`src/rtl/irq_comb_pkg.sv`:
```
package irq_comb_pkg;
  // Register index 0 is the shared raw status; line L uses 1+3L .. 3+3L.
  localparam int unsigned RawIdx = 0;

  function automatic int unsigned en_idx(input int unsigned line);
    return 1 + 3 * line;
  endfunction

  function automatic int unsigned frc_idx(input int unsigned line);
    return 2 + 3 * line;
  endfunction

  function automatic int unsigned sts_idx(input int unsigned line);
    return 3 + 3 * line;
  endfunction

  function automatic int unsigned idx_count(input int unsigned lines);
    return 1 + 3 * lines;
  endfunction
endpackage

```
`src/rtl/irq_raw_status.sv`:
```
module irq_raw_status #(
  parameter int NUM_CH = 16,
  parameter int AW     = 3
) (
  input  logic              clk_i,
  input  logic              rst_ni,
  input  logic [NUM_CH-1:0] done_i,
  input  logic              wr_i,
  input  logic [AW-1:0]     addr_i,
  input  logic [NUM_CH-1:0] wdata_i,
  output logic [NUM_CH-1:0] raw_o
);
  import irq_comb_pkg::*;

  logic              hit;
  logic [NUM_CH-1:0] clr_mask;

  assign hit      = wr_i && (addr_i == AW'(RawIdx));
  assign clr_mask = hit ? wdata_i : '0;

  // Set term is ORed after the clear so a pulse wins on a collision.
  always_ff @(posedge clk_i or negedge rst_ni) begin
    if (!rst_ni) raw_o <= '0;
    else         raw_o <= (raw_o & ~clr_mask) | done_i;
  end
endmodule

```
`src/rtl/irq_line.sv`:
```
module irq_line #(
  parameter int NUM_CH = 16,
  parameter int AW     = 3,
  parameter int LINE   = 0
) (
  input  logic              clk_i,
  input  logic              rst_ni,
  input  logic              wr_i,
  input  logic [AW-1:0]     addr_i,
  input  logic [NUM_CH-1:0] wdata_i,
  input  logic [NUM_CH-1:0] raw_i,
  output logic [NUM_CH-1:0] en_o,
  output logic [NUM_CH-1:0] frc_o,
  output logic [NUM_CH-1:0] sts_o,
  output logic              irq_o
);
  import irq_comb_pkg::*;

  localparam logic [AW-1:0] EnA  = AW'(en_idx(LINE));
  localparam logic [AW-1:0] FrcA = AW'(frc_idx(LINE));

  logic en_we, frc_we;
  assign en_we  = wr_i && (addr_i == EnA);
  assign frc_we = wr_i && (addr_i == FrcA);

  always_ff @(posedge clk_i or negedge rst_ni) begin
    if (!rst_ni) begin
      en_o  <= '0;
      frc_o <= '0;
    end else begin
      if (en_we)  en_o  <= wdata_i;
      if (frc_we) frc_o <= wdata_i;
    end
  end

  assign sts_o = (raw_i | frc_o) & en_o;
  assign irq_o = |sts_o;
endmodule

```
`src/rtl/irq_read_mux.sv`:
```
module irq_read_mux #(
  parameter int NUM_CH    = 16,
  parameter int NUM_LINES = 2,
  parameter int AW        = 3
) (
  input  logic [AW-1:0]                       addr_i,
  input  logic [NUM_CH-1:0]                   raw_i,
  input  logic [NUM_LINES-1:0][NUM_CH-1:0]    en_i,
  input  logic [NUM_LINES-1:0][NUM_CH-1:0]    frc_i,
  input  logic [NUM_LINES-1:0][NUM_CH-1:0]    sts_i,
  output logic [NUM_CH-1:0]                   rdata_o
);
  import irq_comb_pkg::*;

  // Unmapped indices fall through to zero.
  always_comb begin
    rdata_o = '0;
    if (addr_i == AW'(RawIdx)) rdata_o = raw_i;
    for (int l = 0; l < NUM_LINES; l++) begin
      if (addr_i == AW'(en_idx(l)))  rdata_o = en_i[l];
      if (addr_i == AW'(frc_idx(l))) rdata_o = frc_i[l];
      if (addr_i == AW'(sts_idx(l))) rdata_o = sts_i[l];
    end
  end
endmodule

```
`src/rtl/irq_combiner.sv`:
```
module irq_combiner #(
  parameter  int NUM_CH    = 16,
  parameter  int NUM_LINES = 2,
  localparam int AW        = $clog2(irq_comb_pkg::idx_count(NUM_LINES))
) (
  input  logic                 clk_i,
  input  logic                 rst_ni,
  input  logic [NUM_CH-1:0]    done_i,
  input  logic                 reg_wr_i,
  input  logic [AW-1:0]        reg_addr_i,
  input  logic [NUM_CH-1:0]    reg_wdata_i,
  output logic [NUM_CH-1:0]    reg_rdata_o,
  output logic [NUM_LINES-1:0] irq_o
);
  logic [NUM_CH-1:0]                raw_q;
  logic [NUM_LINES-1:0][NUM_CH-1:0] en_q;
  logic [NUM_LINES-1:0][NUM_CH-1:0] frc_q;
  logic [NUM_LINES-1:0][NUM_CH-1:0] sts_w;

  irq_raw_status #(.NUM_CH(NUM_CH), .AW(AW)) u_raw (
    .clk_i   (clk_i),
    .rst_ni  (rst_ni),
    .done_i  (done_i),
    .wr_i    (reg_wr_i),
    .addr_i  (reg_addr_i),
    .wdata_i (reg_wdata_i),
    .raw_o   (raw_q)
  );

  for (genvar l = 0; l < NUM_LINES; l++) begin : g_line
    irq_line #(.NUM_CH(NUM_CH), .AW(AW), .LINE(l)) u_line (
      .clk_i   (clk_i),
      .rst_ni  (rst_ni),
      .wr_i    (reg_wr_i),
      .addr_i  (reg_addr_i),
      .wdata_i (reg_wdata_i),
      .raw_i   (raw_q),
      .en_o    (en_q[l]),
      .frc_o   (frc_q[l]),
      .sts_o   (sts_w[l]),
      .irq_o   (irq_o[l])
    );
  end

  irq_read_mux #(.NUM_CH(NUM_CH), .NUM_LINES(NUM_LINES), .AW(AW)) u_rd (
    .addr_i  (reg_addr_i),
    .raw_i   (raw_q),
    .en_i    (en_q),
    .frc_i   (frc_q),
    .sts_i   (sts_w),
    .rdata_o (reg_rdata_o)
  );
endmodule

```
`config.mk`:
```
export PLATFORM = sky130hd
export DESIGN_NAME = irq_combiner
export DESIGN_NICKNAME = d
export VERILOG_FILES = /design/src/rtl/irq_comb_pkg.sv /design/src/rtl/irq_raw_status.sv /design/src/rtl/irq_line.sv /design/src/rtl/irq_read_mux.sv /design/src/rtl/irq_combiner.sv
export SDC_FILE = /design/constraint.sdc
export NUM_CORES = 1
export LEC_CHECK = 0
export ABC_CLOCK_PERIOD_IN_PS = 2000
export BUFFER_PORTS_ARGS = -buffer_cell sky130_fd_sc_hd__buf_2
export CORE_MARGIN = 5
export CORE_UTILIZATION = 35
export CTS_BUF_LIST = sky130_fd_sc_hd__clkbuf_4
export CTS_CLUSTER_DIAMETER = 200
export DETAILED_ROUTE_END_ITERATION = 6
export PLACE_DENSITY = 0.51
export RECOVER_POWER = 50
export SLEW_MARGIN = 10
export SYNTH_ARGS = -nofsm -noshare
export SYNTH_HDL_FRONTEND = slang
export SYNTH_HIERARCHICAL = 1
export SYNTH_SLANG_ARGS = --single-unit
```
`constraint.sdc`:
```
create_clock -name clk_i -period 2 [get_ports clk_i]
set_input_delay 0 -clock clk_i [delete_from_list [all_inputs] [get_ports clk_i]]
set_output_delay 0 -clock clk_i [all_outputs]
set_load 0.1 [all_outputs]
```
==> results.md <==
* Outcome: complete, no violations
* Combinational power share at 37.2%
* Post-CTS setup repair buffer count at 0
* Yosys top cell by area: dfrtp_1
* Die height at 127 um
* Initial antenna violation count at 0
* EDFF count, synth at 0
* Sw power at 0.00185 W
* PwrDens at 847 nW/um^2
* Leak at 2.47 nW
* Share of post-route cells with drive strength above 1 at 40.3%
* Routed via count at 3599
* Register area share after synthesis at 41.8%
* Mapped Cells at 401
* Final Instance Area at 6090 um^2
* Fraction of registers with async set/reset at 100%
* Maxcap violations at 0
* GRT Util Overall at 16.6%
* Dpl cell area at 5500 um^2
* Worst setup path startpoint: u_raw/raw_o[2]
* Synth warn at 6
* Number of I/O port buffers at 55
* DR DRC count at 0
* CTS max path bufs at 2
* Setup TNS at 0 ns
* H-tree Lvls at 3
* Vias per std cell at 5.32
* Die area at 16100 um^2
* Mapped Area at 4780 um^2
* CP Max Fanout at 4
* R2R depth at 3
* Post-layout min period at 1.92 ns
* CTS clock-pin slew for the worst setup and hold paths at 0.14 ns
* Syn Area/Cell at 11.9 um^2
* Yosys reg bits at 80
* Root Buffer: clkbuf_4
* Top FF cell, synth: dfrtp_1
* Crit path kind: flop to primary output
* Die W at 127 um
* Final core occ at 45.6%
* Largest net degree at the start of global routing at 47
* Clock skew at 0 ns
* Worst setup SP type: flop
* RSZ-0062 raised after global routing: yes
* Remaining antenna violation count after routing at 0
* Switching share of power at 35.9%
* Unique masters post-synth at 30
* Core Area at 13300 um^2
* Hold Vio Cnt, Final at 0
* Seq pwr share at 41.7%
* Pre-CTS WS at 0.355 ns
* Top cell types by occurrence after synthesis: 80 x dfrtp_1, 50 x mux2_2, 32 x nor2_1, 32 x o21a_1, 30 x mux2_4
* Initial core utilization at 35.8%
* Period Utilization, post-route at 95.9%
* Vias in the first global route at 3689
* Slew Limit Fails at 0
* Worst hold path class: input port to async pin
* Final setup fails at 0
* Maximum clock frequency at 0.521 GHz
* Starting DRT DRC Count at 272
* N_diodes at 0
* Fillers at 1241
* Area growth, synth to finish at 27.2%
* Total gr overflow at 0
* Power share of the clock group at 21.1%
* WL/cell at 19.3 um
* Top Ports at 56
* Internal power at 0.00330 W
* WP data arrival at 1.92 ns
* Setup WS post-layout at 0.0822 ns
* Final wirelength at 13100 um
* CTS buffer count at 9
* CP Capture Type: primary output
* Maximum vdd drop at 0.318 mV
* TritonRoute pass-1 iters at 4
* Largest cells by area after synthesis: dfrtp_1 42%, mux2_2 12%, mux2_4 9.4%
* Nets at 534
* Count leader, synth: dfrtp_1
* First-pass GRT wire length at 20800 um
* Slew at the pin with the worst max-slew slack at 0.932 ns
* Worst r2r src: u_raw/raw_o[13]
* Worst skew pair latency at 0.47 ns
* FP Rows at 42
* CTS tree: yes
* Placer Congestion at 0.775
* Sink Count at 80
* Worst endpoint required time at 2.00 ns
* Relative max-transition margin at 37.9%
* DP Wirelength at 8810 um
* Post-synth top area share at 41.8%
* Syn Nets at 439
## cell type report
class | count | area, um^2 | share of cell area, %
multi-input combinational | 275 | 2570 | 42.2
sequential | 80 | 2000 | 32.9
timing repair buffer | 113 | 1080 | 17.7
tap | 176 | 220 | 3.62
clock inverter | 7 | 86.3 | 1.42
clock buffer | 9 | 67.6 | 1.11
inverter | 17 | 63.8 | 1.05
## final timing paths
check,endpoint,slack [ns]
hold reg to reg,g_line[1].u_line/en_o[5],0.54
hold / removal,u_raw/raw_o[12],0.20
min in group clk_i,g_line[1].u_line/frc_o[3],0.21
setup reg to reg,u_raw/raw_o[13],0.69
max in group asynchronous,u_raw/raw_o[5],0.53
setup / recovery,irq_o[0],0.08
## power groups by stage
| stage | registers, W | logic, W | clock network (W) |
|---|---|---|---|
| 2_1_floorplan | 0.00211 | 0.00133 | 0 |
| 3_3_place_gp | 0.00217 | 0.00180 | 0 |
| 3_5_place_dp | 0.00218 | 0.00183 | 0 |
| 4_1_cts | 0.00215 | 0.00191 | 0.00113 |
| 5_1_grt | 0.00219 | 0.00203 | 0.00121 |
| 6_report | 0.00215 | 0.00192 | 0.00109 |
## cells in the final DEF, fill, tap and decap left out, drive strengths merged, types with 2 or more instances in the layout
cell type and instances:
and4bb 3, dfrtp 80, o21a 32, a221oi 16, dlygate4sd3 36, buf 75, nor2 32, nor4 8
mux2 80, nand4 2, o32ai 16, bufinv 2, nand2b 17, clkinv 4, a21oi 16, clkbuf 11
inv 17, o2bb2ai 16, a31oi 16, mux2i 16
## worst max-delay path: stages, from the launching register on
cell and delay [ns]:
dfrtp_1 0.44, o21a_1 0.23, nor4_4 0.33, nand4_1 0.21
buf_6 0.24
## kinds of logic (layout without fill, tap and decap cells)
family	count (synthesis)	in the layout	synth area share [%]
buffers and inverters	46	146	6.59
AND/OR/NAND/NOR	67	67	8.16
multiplexers	96	96	24.5
AO/OA/AOI/OAI	112	112	18.9
flip-flops	80	80	41.8
## routing by layer
layer,vias to the layer above,global-route usage (%),wire (um)
li1,1719,-,-
met1,1790,22.1,5980
met2,78,26.9,6420
met3,12,4.29,504
met4,0,4.61,169
met5,-,0,0
## repair_timing
item | CTS | global route
pin swaps | 0 | 2
resized for setup | 9 | 6
hold buffers | 36 | 0
setup endpoints to repair | 2 | 2
endpoints found under the hold margin | 160 | 0
## flip-flops by register name, indices dropped and copies added, names as in the netlist
name / flops
u_raw/raw_o: 16
g_line.u_line/en_o: 32
g_line.u_line/frc_o: 32
## per-stage QoR
stage,instances,hold slack [ns],power [W]
2_1_floorplan,401,-0.296,0.00343
3_3_place_gp,625,0.00428,0.00397
3_5_place_dp,625,0.00334,0.00401
4_1_cts,677,0.0139,0.00519
5_1_grt,677,0.205,0.00543
6_report,677,0.197,0.00515
Power figures use the tool's default switching activity.
